===== src/rtl/sarx_pkg.sv =====
// Shared constants and types for the serial audio receiver.
// Assumes nothing beyond the parameter defaults given here.
package sarx_pkg;
    localparam int SARX_MAX_CH   = 256;
    localparam int SARX_MAX_BITS = 32;

    // Framing mode bits that are shared by the framer and the capture logic
    typedef struct packed {
        logic fall;       // latch on falling bit-clock edge
        logic finv;       // frame clock low at frame start
        logic early;      // frame-clock edge one bit before bit 0
        logic msb_first;  // first received word bit is the MSB
    } sarx_mode_t;
endpackage


===== src/rtl/sarx_sync.sv =====
// Two-flop synchronizer, one chain per bit.
// Assumes each input bit is independent and changes slowly compared with clk.
module sarx_sync #(
    parameter int W = 3
) (
    input  logic         clk,
    input  logic         rst_n,
    input  logic [W-1:0] din,
    output logic [W-1:0] dout
);
    genvar gi;
    generate
        for (gi = 0; gi < W; gi++) begin : g_chain
            logic meta_q;
            logic stab_q;
            // Two-stage capture of one asynchronous line
            always_ff @(posedge clk) begin
                if (!rst_n) begin
                    meta_q <= 1'b0;
                    stab_q <= 1'b0;
                end else begin
                    meta_q <= din[gi];
                    stab_q <= meta_q;
                end
            end
            assign dout[gi] = stab_q;
        end
    endgenerate
endmodule


===== src/rtl/sarx_framer.sv =====
// Framer: finds latch events on the synchronized bit clock and frame starts
// from the frame clock's leading active edge. Tracks the position of each
// latched bit (slot and bit in slot) and checks the frame length.
// Assumes the bit clock runs well below clk/4 and that configuration is
// static between resets.
module sarx_framer
    import sarx_pkg::*;
#(
    parameter int MAX_CH   = SARX_MAX_CH,
    parameter int MAX_BITS = SARX_MAX_BITS,
    localparam int CHW  = $clog2(MAX_CH + 1),
    localparam int SLW  = $clog2(MAX_CH),
    localparam int BW   = $clog2(MAX_BITS + 1),
    localparam int POSW = $clog2(MAX_BITS),
    localparam int FLW  = CHW + BW
) (
    input  logic            clk,
    input  logic            rst_n,
    input  logic            bclk_s,
    input  logic            fclk_s,
    input  logic [CHW-1:0]  cfg_chans,
    input  logic [BW-1:0]   cfg_bits,
    input  sarx_mode_t      mode,
    output logic            bit_ev,
    output logic            bit_ok,
    output logic [POSW-1:0] pos_now,
    output logic [SLW-1:0]  slot_now,
    output logic            frm_err
);
    logic            bclk_q, act_q, pend_q, synced_q;
    logic [POSW-1:0] pos_q;
    logic [SLW-1:0]  slot_q;
    logic [FLW-1:0]  cnt_q;
    logic            act, lead, start, last_bit, last_slot;
    logic [FLW-1:0]  frame_len;

    // Latch event selection, start detection and next position
    always_comb begin
        bit_ev    = mode.fall ? (bclk_q & ~bclk_s) : (bclk_s & ~bclk_q);
        act       = fclk_s ^ mode.finv;
        lead      = act & ~act_q;
        start     = mode.early ? pend_q : lead;
        bit_ok    = start | synced_q;
        last_bit  = (BW'(pos_q) == cfg_bits - BW'(1));
        last_slot = (CHW'(slot_q) == cfg_chans - CHW'(1));
        frame_len = FLW'(cfg_chans) * FLW'(cfg_bits);
        if (start) begin
            pos_now  = '0;
            slot_now = '0;
        end else if (last_bit) begin
            pos_now  = '0;
            slot_now = last_slot ? '0 : slot_q + SLW'(1);
        end else begin
            pos_now  = pos_q + POSW'(1);
            slot_now = slot_q;
        end
    end

    // Framing state, advanced once per latch event
    always_ff @(posedge clk) begin
        if (!rst_n) begin
            bclk_q   <= 1'b0;
            act_q    <= 1'b1;
            pend_q   <= 1'b0;
            synced_q <= 1'b0;
            pos_q    <= '0;
            slot_q   <= '0;
            cnt_q    <= '0;
            frm_err  <= 1'b0;
        end else begin
            bclk_q <= bclk_s;
            if (bit_ev) begin
                act_q  <= act;
                pend_q <= lead;
                if (bit_ok) begin
                    pos_q  <= pos_now;
                    slot_q <= slot_now;
                end
                if (start) begin
                    cnt_q    <= '0;
                    synced_q <= 1'b1;
                    if (synced_q)
                        frm_err <= (cnt_q != frame_len - FLW'(1));
                end else if (cnt_q != '1) begin
                    cnt_q <= cnt_q + FLW'(1);
                end
            end
        end
    end
endmodule


===== src/rtl/sarx_capture.sv =====
// Capture: assembles the words of two selected slots, skipping pad bits,
// and presents them together with a one-cycle strobe once per frame.
// Assumes cfg_lead + cfg_word <= cfg_bits and slot B after slot A.
module sarx_capture
    import sarx_pkg::*;
#(
    parameter int MAX_CH   = SARX_MAX_CH,
    parameter int MAX_BITS = SARX_MAX_BITS,
    localparam int SLW  = $clog2(MAX_CH),
    localparam int BW   = $clog2(MAX_BITS + 1),
    localparam int POSW = $clog2(MAX_BITS),
    localparam int NL   = 2
) (
    input  logic                clk,
    input  logic                rst_n,
    input  logic                take,
    input  logic                din,
    input  logic [POSW-1:0]     pos_now,
    input  logic [SLW-1:0]      slot_now,
    input  logic [BW-1:0]       cfg_bits,
    input  logic [BW-1:0]       cfg_word,
    input  logic [BW-1:0]       cfg_lead,
    input  logic [SLW-1:0]      cfg_slot_a,
    input  logic [SLW-1:0]      cfg_slot_b,
    input  sarx_mode_t          mode,
    output logic [MAX_BITS-1:0] smp_a,
    output logic [MAX_BITS-1:0] smp_b,
    output logic                smp_valid
);
    logic [BW-1:0]       pos_x, k, idx_full;
    logic [POSW-1:0]     idx;
    logic                in_word, emit_q;
    logic [SLW-1:0]      sel [NL];
    logic [MAX_BITS-1:0] acc [NL];

    assign sel[0] = cfg_slot_a;
    assign sel[1] = cfg_slot_b;

    // Word window and bit index inside the word for the current bit
    always_comb begin
        pos_x    = BW'(pos_now);
        k        = pos_x - cfg_lead;
        in_word  = (pos_x >= cfg_lead) &&
                   ({1'b0, pos_x} < ({1'b0, cfg_lead} + {1'b0, cfg_word}));
        idx_full = mode.msb_first ? (cfg_word - BW'(1) - k) : k;
        idx      = idx_full[POSW-1:0];
    end

    genvar gl;
    generate
        for (gl = 0; gl < NL; gl++) begin : g_lane
            logic [MAX_BITS-1:0] acc_q, acc_n;
            // Next accumulator value: cleared at slot start, one bit written
            always_comb begin
                acc_n = (pos_now == '0) ? '0 : acc_q;
                if (in_word)
                    acc_n[idx] = din;
            end
            // Accumulator update for bits of the selected slot
            always_ff @(posedge clk) begin
                if (!rst_n)
                    acc_q <= '0;
                else if (take && slot_now == sel[gl])
                    acc_q <= acc_n;
            end
            assign acc[gl] = acc_q;
        end
    endgenerate

    // Emission after the last bit of slot B, outputs and strobe together
    always_ff @(posedge clk) begin
        if (!rst_n) begin
            emit_q    <= 1'b0;
            smp_a     <= '0;
            smp_b     <= '0;
            smp_valid <= 1'b0;
        end else begin
            emit_q    <= take && (slot_now == cfg_slot_b) &&
                         (pos_x == cfg_bits - BW'(1));
            smp_valid <= emit_q;
            if (emit_q) begin
                smp_a <= acc[0];
                smp_b <= acc[1];
            end
        end
    end
endmodule


===== src/rtl/sarx_top.sv =====
// Programmable serial audio receiver, top level. Synchronizes the serial
// lines, frames the stream and captures two selected slots.
// Assumes the external bit clock is slower than a quarter of clk.
module sarx_top
    import sarx_pkg::*;
#(
    parameter int MAX_CH   = SARX_MAX_CH,
    parameter int MAX_BITS = SARX_MAX_BITS,
    localparam int CHW  = $clog2(MAX_CH + 1),
    localparam int SLW  = $clog2(MAX_CH),
    localparam int BW   = $clog2(MAX_BITS + 1),
    localparam int POSW = $clog2(MAX_BITS)
) (
    input  logic                clk,
    input  logic                rst_n,
    input  logic                ser_bclk,
    input  logic                ser_fclk,
    input  logic                ser_data,
    input  logic [CHW-1:0]      cfg_chans,
    input  logic [BW-1:0]       cfg_bits,
    input  logic [BW-1:0]       cfg_word,
    input  logic [BW-1:0]       cfg_lead,
    input  logic [SLW-1:0]      cfg_slot_a,
    input  logic [SLW-1:0]      cfg_slot_b,
    input  logic                cfg_fall,
    input  logic                cfg_finv,
    input  logic                cfg_early,
    input  logic                cfg_msb_first,
    output logic [MAX_BITS-1:0] smp_a,
    output logic [MAX_BITS-1:0] smp_b,
    output logic                smp_valid,
    output logic                frm_err
);
    logic [2:0]      ser_s;
    sarx_mode_t      mode;
    logic            bit_ev, bit_ok;
    logic [POSW-1:0] pos_now;
    logic [SLW-1:0]  slot_now;

    assign mode = '{fall: cfg_fall, finv: cfg_finv, early: cfg_early,
                    msb_first: cfg_msb_first};

    sarx_sync #(.W(3)) u_sync (
        .clk  (clk),
        .rst_n(rst_n),
        .din  ({ser_data, ser_fclk, ser_bclk}),
        .dout (ser_s)
    );

    sarx_framer #(.MAX_CH(MAX_CH), .MAX_BITS(MAX_BITS)) u_framer (
        .clk      (clk),
        .rst_n    (rst_n),
        .bclk_s   (ser_s[0]),
        .fclk_s   (ser_s[1]),
        .cfg_chans(cfg_chans),
        .cfg_bits (cfg_bits),
        .mode     (mode),
        .bit_ev   (bit_ev),
        .bit_ok   (bit_ok),
        .pos_now  (pos_now),
        .slot_now (slot_now),
        .frm_err  (frm_err)
    );

    sarx_capture #(.MAX_CH(MAX_CH), .MAX_BITS(MAX_BITS)) u_capture (
        .clk       (clk),
        .rst_n     (rst_n),
        .take      (bit_ev & bit_ok),
        .din       (ser_s[2]),
        .pos_now   (pos_now),
        .slot_now  (slot_now),
        .cfg_bits  (cfg_bits),
        .cfg_word  (cfg_word),
        .cfg_lead  (cfg_lead),
        .cfg_slot_a(cfg_slot_a),
        .cfg_slot_b(cfg_slot_b),
        .mode      (mode),
        .smp_a     (smp_a),
        .smp_b     (smp_b),
        .smp_valid (smp_valid)
    );
endmodule


===== config.mk =====
export PLATFORM = sky130hd
export DESIGN_NAME = sarx_top
export DESIGN_NICKNAME = d
export VERILOG_FILES = /design/src/rtl/sarx_pkg.sv /design/src/rtl/sarx_sync.sv /design/src/rtl/sarx_framer.sv /design/src/rtl/sarx_capture.sv /design/src/rtl/sarx_top.sv
export SDC_FILE = /design/constraint.sdc
export NUM_CORES = 1
export LEC_CHECK = 0
export ABC_AREA = 1
export BUFFER_PORTS_ARGS = -buffer_cell sky130_fd_sc_hd__buf_2
export CELL_PAD_IN_SITES_DETAIL_PLACEMENT = 1
export CELL_PAD_IN_SITES_GLOBAL_PLACEMENT = 2
export CORE_ASPECT_RATIO = 1.75
export CORE_MARGIN = 4
export CORE_UTILIZATION = 37
export CTS_BUF_LIST = sky130_fd_sc_hd__clkbuf_8
export DETAILED_ROUTE_END_ITERATION = 7
export GPL_TIMING_DRIVEN = 0
export PLACE_DENSITY = 0.95
export SLEW_MARGIN = 5
export SYNTH_ARGS = -nofsm -noshare
export SYNTH_HDL_FRONTEND = slang
export SYNTH_HIERARCHICAL = 1
export SYNTH_SLANG_ARGS = --single-unit

===== constraint.sdc =====
create_clock -name clk -period 10.69 [get_ports clk]
set_input_delay 3.207 -clock clk [delete_from_list [all_inputs] [get_ports clk]]
set_output_delay 3.207 -clock clk [all_outputs]
set_load 0.02 [all_outputs]

Yosys cells after proc, flatten, opt, wreduce, memory -nomap -nowiden
Index checks and enable logic that the tools add are counted.

storage, ports and cells
  flip-flop bits (word level) = 169
  input bits = 52
  logic and storage cells = 80

operators by class
  add/sub/neg operators = 10
  $mul = 1
  $lt $le $gt $ge = 4
  equal/unequal tests = 7
  multiplexer cells = 18
  bitwise operators = 9
  reductions and logical operators = 11

operators with widths
  cell                                                         count
  two-way mux 32 bit                                           4
  bitwise mux 32 bit                                           2
  two-way mux 15 bit                                           2
  two-way mux 8 bit                                            3
  equality test 8 bit                                          2
  adder 15 x 1 -> 15 bit (second input constant)               1
  multiplier 9 x 6 -> 15 bit                                   1
  two-way mux 5 bit                                            3
  != test 15 bit                                               1
  != test 15 bit (second input constant)                       1
  subtractor 15 x 1 -> 15 bit (second input constant)          1
  equality test 5 x 6 -> 1 bit                                 2
  subtractor 5 bit                                             2
  equality test 8 x 9 -> 1 bit                                 1
  subtractor 9 x 1 -> 9 bit (second input constant)            1
  adder 8 x 1 -> 8 bit (second input constant)                 1
  adder 6 x 6 -> 7 bit                                         1
  less-than comparator 5 x 7 -> 1 bit                          1
  greater-or-equal comparator 5 x 6 -> 1 bit                   1
  less-than comparator 5 x 6 -> 1 bit (second input constant)  1
  AND reduction 2 bit                                          3
  subtractor 6 x 1 -> 6 bit (second input constant)            1
  adder 5 x 1 -> 5 bit (second input constant)                 1
  demux 1 bit (select 5 bit)                                   1
  other kinds (11)                                             22

Longest topological paths before layout
Gate-level depths: netlist of the first run.

  depth in word-level cells = 13
  mapped depth = 33

Hierarchy
The synthesis of the first run kept the hierarchy.

modules (own cells, without submodules)
  module        instances  cells an instance  area an instance (um^2)  sequential area each (um^2)
  sarx_capture  1          1058               7259.5                   2602.5
  sarx_framer   1          739                4749.6                   660.6
  sarx_sync     1          21                 187.7                    120.1
  sarx_top      1          2                  7.5                      0.0

Worst setup path before layout of the first run
OpenSTA, ideal clock, no wires.

  kind = input port to flip-flop
  start = input cfg_bits[1]
  end = register u_capture.g_lane[1].acc_q[10]
  arrival time = 7.174 ns
  data required time = 10.581 ns
  slack = 3.407 ns
  stages = 28
  cells stage by stage = clkbuf_1 -> inv_1 -> ha_1 -> xnor2_1 -> nor2_1 -> nand3_2 -> nor2_4 -> nor2_1 -> nand2_1 -> inv_1 -> inv_1 -> ha_1 -> inv_1 -> fa_1 -> xor2_1 -> inv_1 -> ha_1 -> nand3_1 -> nand3_1 -> nand2_1 -> nand3_1 -> xor2_4 -> inv_2 -> nand4_1 -> o21bai_1 -> nand3_1 -> nand2_1 -> inv_1

between the ends
  cells in the longest elaborated chain, start to end = 13
  elaborated cells on any way between the ends = 23

ends and longest elaborated chain
  element                                                                                                                  RTL line            source
  start: declaration                                                                                                       sarx_top.sv:20      input logic [BW-1:0] cfg_bits,
  subtractor 6 x 1 -> 6 bit (*)                                                                                            sarx_framer.sv:44   last_bit = (BW'(pos_q) == cfg_bits - BW'(1));
  equality test 5 x 6 -> 1 bit (*)                                                                                         sarx_framer.sv:44
  two-way mux 5 bit (*)                                                                                                    sarx_framer.sv:50   end else if (last_bit) begin
  two-way mux 5 bit (*)                                                                                                    sarx_framer.sv:47   if (start) begin
  named net pos_now[0]                                                                                                     sarx_top.sv:37      logic [POSW-1:0] pos_now;
  subtractor 5 bit                                                                                                         sarx_capture.sv:42  k = pos_x - cfg_lead;
  subtractor 5 bit                                                                                                         sarx_capture.sv:45  idx_full = mode.msb_first ? (cfg_word - BW'(1) - k) : k;
  two-way mux 5 bit                                                                                                        sarx_capture.sv:45
  less-than comparator 5 x 6 -> 1 bit (not written as such) or greater-or-equal comparator 5 x 1 -> 1 bit (tied branches)  sarx_capture.sv:57  acc_n[idx] = din;
  logical AND 1 bit (not written as such)                                                                                  sarx_capture.sv:57
  two-way mux 1 bit (not written as such)                                                                                  sarx_capture.sv:57
  demux 1 bit (select 5 bit)                                                                                               n/a
  bitwise mux 32 bit                                                                                                       sarx_capture.sv:57
  two-way mux 32 bit (*)                                                                                                   sarx_capture.sv:56  if (in_word)
  end signal: assignment                                                                                                   sarx_capture.sv:64  acc_q <= acc_n;
  end: declaration                                                                                                         sarx_capture.sv:52  logic [MAX_BITS-1:0] acc_q, acc_n;

The timed path passes the listed nets; every way through them passes the cells marked *.
A chain may end at the register's enable or synchronous reset.

Final worst setup path of the first run
  start = input cfg_bits[1]
  end = register u_capture.g_lane[1].acc_q[14]

The elaborated chain is that of the path after synthesis.

==> key figures, run 1 <==
Logic synthesis
  – Synth area leaders: dfxtp_1 28%, nand2_1 12%, inv_1 9.0%
  – Cell taking the most area after synthesis: dfxtp_1
  – Commonest cells in the netlist: 393 x nand2_1, 293 x inv_1, 174 x nand3_1
  – Synth top area share: 0.277
  – Post-synth top flop: dfxtp_1
  – Synth Warn #: 6
  – Post-synth ARST share: 0
  – Cell Area, Synth: 12200 um^2
  – Post-synth EDFFs: 0
  – Synthesized instance count: 1820
  – Most numerous cell in the Yosys netlist: nand2_1
  – Synthesized Nets: 1965
  – Sequential share of the synthesized area: 0.277
  – Yosys cell types: 52
  – Syn Area/Cell: 6.71 um^2
  – Register bit total from synthesis: 169

Setup path
  – CP Max Fanout: 10
  – Critical Path Start Type: input port
  – CP max stage cell: clkbuf_1
  – CP required: between 10 and 15 ns
  – Critical path's most frequent cell: inv_1
  – Crit end category: flop
  – Worst Path Arrival: 8.59 ns
  – Crit path kind: input port to flop
  – CP max stage delay: 0.47 ns

Clocking
  – Skew-Pair Late Insertion Delay: about 0.50 ns
  – Clock sinks: 169
  – CTS Buf Count: 17
  – CTS H-Tree Depth: 4
  – Post-CTS Setup Inserts: 0
  – Quantity of hold-fixing buffers added after cts: 0
  – Clk root buf: clkbuf_8
  – Clock slew at reported path FFs: 0.09 ns
  – CTS max path bufs: 2
  – Post-CTS Resized: 0
  – CTS tree: done

Detailed routing
  – First-pass detailed-route iteration total: 5
  – Drt total wl: around 43 mm
  – DRT iter0 DRCs: 380
  – Vias: 12400
  – Final ANT Viol Nets: 0
  – Drt drc: 0
  – Avg WL per Cell: 18.3 um
  – Via/cell ratio: roughly 5.3

Timing
  – Relative slew slack: 0.203
  – Post-layout min period: 8.19 ns
  – Endpoints failing setup: 0
  – Unrepaired setup endpoints after global routing: false
  – Final-report hold violation count: 0
  – Period Utilization, post-route: 0.766
  – Max Transition Viols Final: 0
  – Hold WS: 0.425 ns
  – Least-Margin Pin Slew: around 1.2 ns
  – Worst setup margin: 2.50 ns
  – Setup TNS: 0 ns
  – Skew final: 0.0134 ns
  – FMAX: 122 MHz

Flow run
  – Max-Cap Viols: 0

Hold path
  – Min-Delay Path Class: flop to flop

Pwr
  – Leakage power: around 6.6 nW
  – PD cells: 133 nW/um^2
  – Peak VDD IR: 0.0952 mV
  – Tot Pwr: 0.00181 W

Floorplan
  – Initial Utilization: 0.376
  – Die area: roughly 36000 um^2
  – Die height: around 250 um
  – Die W: around 150 um
  – I/O pin cnt: 118
  – Area of the core: 32400 um^2
  – Site row count: 87

Global routing
  – Antenna violations before repair: 1
  – Largest net degree at the start of global routing: 17
  – First-pass GRT wire length: 69.3 mm
  – Total GRT Usage: 0.240
  – Vias in the first global route: 13300
  – Grt total ovfl: 0

Run status
  – Status: finished, final reports clean

Finish
  – Nets: 2091
  – Fillers: 4330
  – Cell Count, Final, Fillers Out: around 2400
  – Area growth from synthesis to layout: 11.9%
  – Layout cells sized above 1: 0.115

Place
  – DP Wirelength: ~35 mm
  – GP Congestion: 0.900
  – Post-Place Setup Slack: 2.01 ns
  – PortBufs: 107
  – Placed Cells: around 2300
metrics by stage:
step,instance area (um^2),utilization
floorplan,12200,-
global placement,13200,0.408
detailed placement,13200,0.408
CTS,13600,0.421
global route,13700,0.421
finish,13700,0.421
registers in the layout, summed over array words and instances, names as in the netlist:
signal / cells
u_framer/cnt_q: 15
u_framer/slot_q: 8
u_framer/frm_err: 1
u_sync/g_chain.stab_q: 3
u_framer/synced_q: 1
u_capture/g_lane.acc_q: 64
u_framer/bclk_q: 1
u_capture/smp_b: 32
u_framer/pos_q: 5
u_capture/smp_valid: 1
u_framer/pend_q: 1
u_framer/act_q: 1
u_capture/emit_q: 1
u_sync/g_chain.meta_q: 3
u_capture/smp_a: 32
metal layers:
metal	share of wire	wire length [um]	vias up	global-route usage
met3	0.019	841	104	0.0275
met2	0.57	24500	219	0.499
li1	-	-	6059	-
met1	0.36	15700	6054	0.231
met4	0.048	2080	0	0.114
met5	0	0	-	0
cells by family (layout without fill, tap and decap cells):
kind of cell / count (synthesis) / count (layout) / synth area share
buffers and inverters: 390 / 529 / 0.128
xor gates and xnor gates: 47 / 47 / 0.0353
and+or+nand+nor: 794 / 794 / 0.290
DFF: 169 / 169 / 0.277
adders and majority gates: 93 / 93 / 0.116
AOI/OAI and AO/OA: 327 / 327 / 0.154
other: 0 / 1 / 0
final cells by class:
type                            instances  area [um^2]  share of cell area
Timing Repair Buffer                  107          536              0.0392
Multi-Input combinational cell       1261         7250               0.531
Sequential cell                       169         3380               0.248
Buffer                                 82          408              0.0299
Clock inverter                         14          160              0.0117
Tap cell                              400          500              0.0367
Inverter                              308         1160              0.0849
Antenna cell                            1         2.50            0.000183
Clock buffer                           18          248              0.0181
worst max-delay path, delay by kind of cell:
| kind | cells | cell delay (ns) |
|---|---|---|
| buffers and inverters | 9 | 1.26 |
| xor gates and xnor gates | 3 | 0.70 |
| and+or+nand+nor | 12 | 1.86 |
| adders and majority gates | 4 | 1.24 |
| AOI/OAI and AO/OA | 1 | 0.31 |
worst paths after layout:
check,depth (start not counted),to,slack (ns),startpoint
max reg2reg,27,u_capture/g_lane[1].acc_q[14],5.73,u_framer/pos_q[0]
min,2,u_sync/g_chain[1].stab_q,0.43,u_sync/g_chain[1].meta_q
max,29,u_capture/g_lane[1].acc_q[14],2.50,cfg_bits[1]
min reg2reg,2,u_sync/g_chain[1].stab_q,0.43,u_sync/g_chain[1].meta_q
power by group:
group / internal, W / switching (W)
clock network: 0.000220 / 0.000268
logic: 0.000240 / 0.000452
registers: 0.000631 / 0.00000144
layout by cell type, fill, tap and decap left out, types with 4 or more instances in the layout:
cell	Yosys	routed
ha_1	60	60
nor3_1	14	14
clkbuf_1	54	54
buf_2	13	120
nand4_1	28	28
buf_6	9	9
o21ai_1	6	6
o21bai_1	68	68
nand4_2	6	6
inv_2	14	14
nor2_2	11	11
a21oi_1	145	145
inv_1	293	294
xnor2_1	16	16
nor4_1	4	4
nand2_1	393	393
o21ai_0	88	88
nand3b_1	7	7
fa_1	33	33
nand3_1	174	174
xor2_1	30	30
nand2_2	6	6
inv_6	0	5
nand3_2	4	4
clkbuf_8	0	18
buf_4	4	4
nor2_1	129	129
dfxtp_1	169	169
No activity file was read; power rests on OpenSTA's default activity.
==> run 2: changes to the inputs <==
- ABC_AREA: 1 -> 0
- CORE_UTILIZATION: 37 -> 38
- clock period: 10.69 -> 7.7 ns (I/O delays scaled with it)
==> run 2 against run 1 <==
  * Count of clock-buffer cells in the layout is 1 lower
  * Die area is 10% lower
  * Clock power is 38% higher
  * Largest cell class unchanged
  * Highest routed layer unchanged
==> key figures, run 2 <==
Pwr
  – Peak VDD IR: 0.119 mV
  – Leakage power: 4.92 nW
  – Int Power: between 0.001 and 0.0015 W
  – PD cells: 195 nW/um^2
  – Psw: 0.000999 W
  – Register share of total power: 0.353
  – Clk pwr share: 0.271
  – Tot Pwr: 0.00248 W
  – Comb pwr share: 0.376
  – Sw frac: 0.402

Timing
  – FMAX: between 100 and 150 MHz
  – Worst setup margin: 0.372 ns
  – Endpoints failing setup: 0
  – Relative slew slack: 0.291
  – Max Transition Viols Final: 0
  – Least-Margin Pin Slew: 1.06 ns
  – Hold WS: 0.443 ns
  – Skew final: between 0.02 and 0.025 ns
  – Period Utilization, post-route: 0.952
  – Final-report hold violation count: 0
  – Post-layout min period: between 7 and 8 ns
  – Unrepaired setup endpoints after global routing: false

Logic synthesis
  – Cell Area, Synth: 11200 um^2
  – Most numerous cell in the Yosys netlist: dfxtp_1
  – Synth top area share: 0.303
  – Largest family of logic cells by synthesized area: simple AND/OR/NAND/NOR gates
  – Register bit total from synthesis: 169
  – Complex-gate fraction of the synthesized area: 0.181
  – Simple-Gate Fraction of Synth Area: 0.206
  – Post-Synth XOR/XNOR Area: 0.0634
  – Syn Area/Cell: 8.56 um^2
  – Synth Area in Adders: 0.126
  – Synthesized instance count: 1307
  – Synth area leaders: dfxtp_1 30%, ha_1 6.7%, mux2i_1 6.4%
  – Post-synth ARST share: 0
  – Post-synth top flop: dfxtp_1
  – Post-synth EDFFs: 0
  – Cell taking the most area after synthesis: dfxtp_1
  – Synthesized Nets: ~1500
  – Commonest cells in the netlist: 169 x dfxtp_1, 118 x nand2_1, 81 x nor2_1
  – Sequential share of the synthesized area: 0.303
  – Synth Warn #: 6
  – Mux contribution to synthesized area: 0.0665
  – Yosys cell types: 82

Floorplan
  – Area of the core: around 29000 um^2
  – Die height: 235 um
  – I/O pin cnt: 118
  – Initial Utilization: 0.388
  – Die W: 138 um
  – Site row count: between 80 and 90
  – Die area: 32300 um^2

Setup path
  – Setup crit start: cfg_bits[0]
  – FF-to-FF Start: u_framer/pos_q[3]
  – CP Max Fanout: 10
  – CP required: 8.09 ns
  – CP max stage delay: 0.47 ns
  – Crit path kind: input port to flop
  – Worst Path Arrival: 7.72 ns
  – Worst Path Buf+Inv: 5
  – Critical Path Start Type: input port
  – CP Cell Sequence: buf_2 > buf_2 > inv_1 > ha_1 > xnor2_1 > a311oi_2 > nand4_2 > nor2_4 > buf_4 > nor2_1 > and2_1 > fa_1 > xnor2_1 > ha_1 > a21oi_1 > a21o_1 > a22o_1 > nand2_1 > nor4_4 > clkbuf_2 > nand2_1 > nor2_1 > o21ai_1
  – Crit end category: flop
  – CP delay by family, top: simple AND/OR/NAND/NOR gates
  – CP max stage cell: fa_1

Place
  – Placed Cells: 1799
  – Post-Place Setup Slack: -0.956 ns
  – Placement Cell Area: 12200 um^2
  – GP Congestion: 0.924
  – PortBufs: 113
  – DP Wirelength: 30.4 mm

Clocking
  – CTS max path bufs: 2
  – Clock sinks: 169
  – Skew-Pair Late Insertion Delay: roughly 0.51 ns
  – Post-CTS Setup Inserts: 0
  – CTS H-Tree Depth: 4
  – Clock slew at reported path FFs: 0.11 ns
  – Quantity of hold-fixing buffers added after cts: 0
  – Clk root buf: clkbuf_8
  – CTS tree: done
  – CTS Buf Count: 17

Global routing
  – Antenna violations before repair: 0
  – Total GRT Usage: 0.233
  – Vias in the first global route: 11100
  – Grt total ovfl: 0
  – First-pass GRT wire length: just under 60 mm
  – Largest net degree at the start of global routing: 21

Detailed routing
  – Drt total wl: 37.2 mm
  – Drt drc: 0
  – DRT iter0 DRCs: approximately 400
  – Vias: between 10000 and 15000
  – First-pass detailed-route iteration total: 5
  – Via/cell ratio: 5.61
  – Final ANT Viol Nets: 0
  – Avg WL per Cell: a little over 20 um

Finish
  – Area growth from synthesis to layout: 13.9%
  – Nets: between 1500 and 2000
  – Finished Cell Area: about 13000 um^2
  – Area of the multi-input gates: 7270 um^2
  – Max FFs per register: 64
  – Sequential cell area: 3380 um^2
  – Commonest non-fill, non-tap cell in the layout: dfxtp_1
  – Most frequent cells in the layout: 169 x dfxtp_1, 123 x buf_2, 118 x nand2_1
  – Biggest regs: u_capture/g_lane.acc_q: 64 flops, u_capture/smp_a: 32 flops, u_capture/smp_b: 32 flops
  – Biggest register: u_capture/g_lane.acc_q
  – Fillers: 3465
  – Inserted Diodes: 0
  – Layout cells sized above 1: 0.134
  – Cell Count, Final, Fillers Out: 1830

Hold path
  – Hold path startpoint: u_sync/g_chain[0].meta_q
  – Min-Delay Path Class: flop to flop

Run status
  – Status: finished, final reports clean

Flow run
  – Max-Cap Viols: 0
==> run 2: changes by cell type after synthesis, sizes merged, moves of 28 or more <==
cell,delta
nor2,-60
a32oi,+33
xnor2,+32
nand3,-151
mux2i,+72
o21bai,-60
and2,+28
nand2,-281
a21oi,-79
nor2b,+70
inv,-229
==> run 2: routing by layer <==
metal,global-route usage,vias to the layer above,share of wire
li1,-,4861,-
met5,0,-,0
met2,0.448,224,0.57
met1,0.221,5080,0.34
met3,0.0317,108,0.024
met4,0.150,0,0.072
==> run 2: path summary, 6_finish.rpt <==
kind	endpoint	slack, ns	depth (start not counted)
worst max-delay path	u_capture/g_lane[1].acc_q[22]	0.37	23
worst min-delay path	u_sync/g_chain[0].stab_q	0.44	1
worst max register to register	u_capture/g_lane[1].acc_q[22]	2.53	19
worst min register to register	u_sync/g_chain[0].stab_q	0.44	1
==> run 2: cell families (layout without fill, tap and decap cells) <==
logic type,Yosys count,count (layout)
buffers and inverters,154,299
DFF,169,169
AOI/OAI and AO/OA,298,298
adders and majority gates,93,93
muxes,74,74
and+or+nand+nor,438,438
xor gates and xnor gates,81,81
==> run 2: repair_timing <==
action / 4_1_cts / 5_1_grt
setup endpoints to repair: 32 / 54
pin swaps: 0 / 1
gates resized for setup: 3 / 14
==> run 2: cell type report <==
type | instances | share of cell area
timing repair buffer | 114 | 0.0450
clock buffer | 17 | 0.0184
buffer | 74 | 0.0245
multi-input combinational | 984 | 0.571
inverter | 79 | 0.0233
clock inverter | 15 | 0.0154
sequential | 169 | 0.266
tap | 378 | 0.0371
==> run 2: metrics by stage <==
stage	setup TNS, ns	utilization
3_5_place_dp	-42.57	0.424
2_1_floorplan	0	-
6_report	0	0.442
5_1_grt	0	0.442
3_3_place_gp	-38.24	0.424
4_1_cts	0	0.440
==> run 2: worst reg2reg max path: stages, from the launching register on <==
cell and delay [ns]:
dfxtp_1 0.37, xor2_1 0.19, xnor2_1 0.35, nand4_2 0.30, nor2_4 0.22, buf_4 0.20
nor2_1 0.10, and2_1 0.34, fa_1 0.47, xnor2_1 0.28, ha_1 0.34, a21oi_1 0.23
a21o_1 0.17, a22o_1 0.18, nand2_1 0.16, nor4_4 0.37, clkbuf_2 0.31, nand2_1 0.11
nor2_1 0.25, o21ai_1 0.12
==> run 2: power by group through the flow <==
stage	clock network [W]	registers (W)	logic, W
CTS	0.000698	0.000877	0.000934
global placement	0	0.000897	0.000898
finish	0.000673	0.000877	0.000934
global route	0.000726	0.000877	0.00104
detailed placement	0	0.000897	0.000928
floorplan	0	0.000897	0.000672
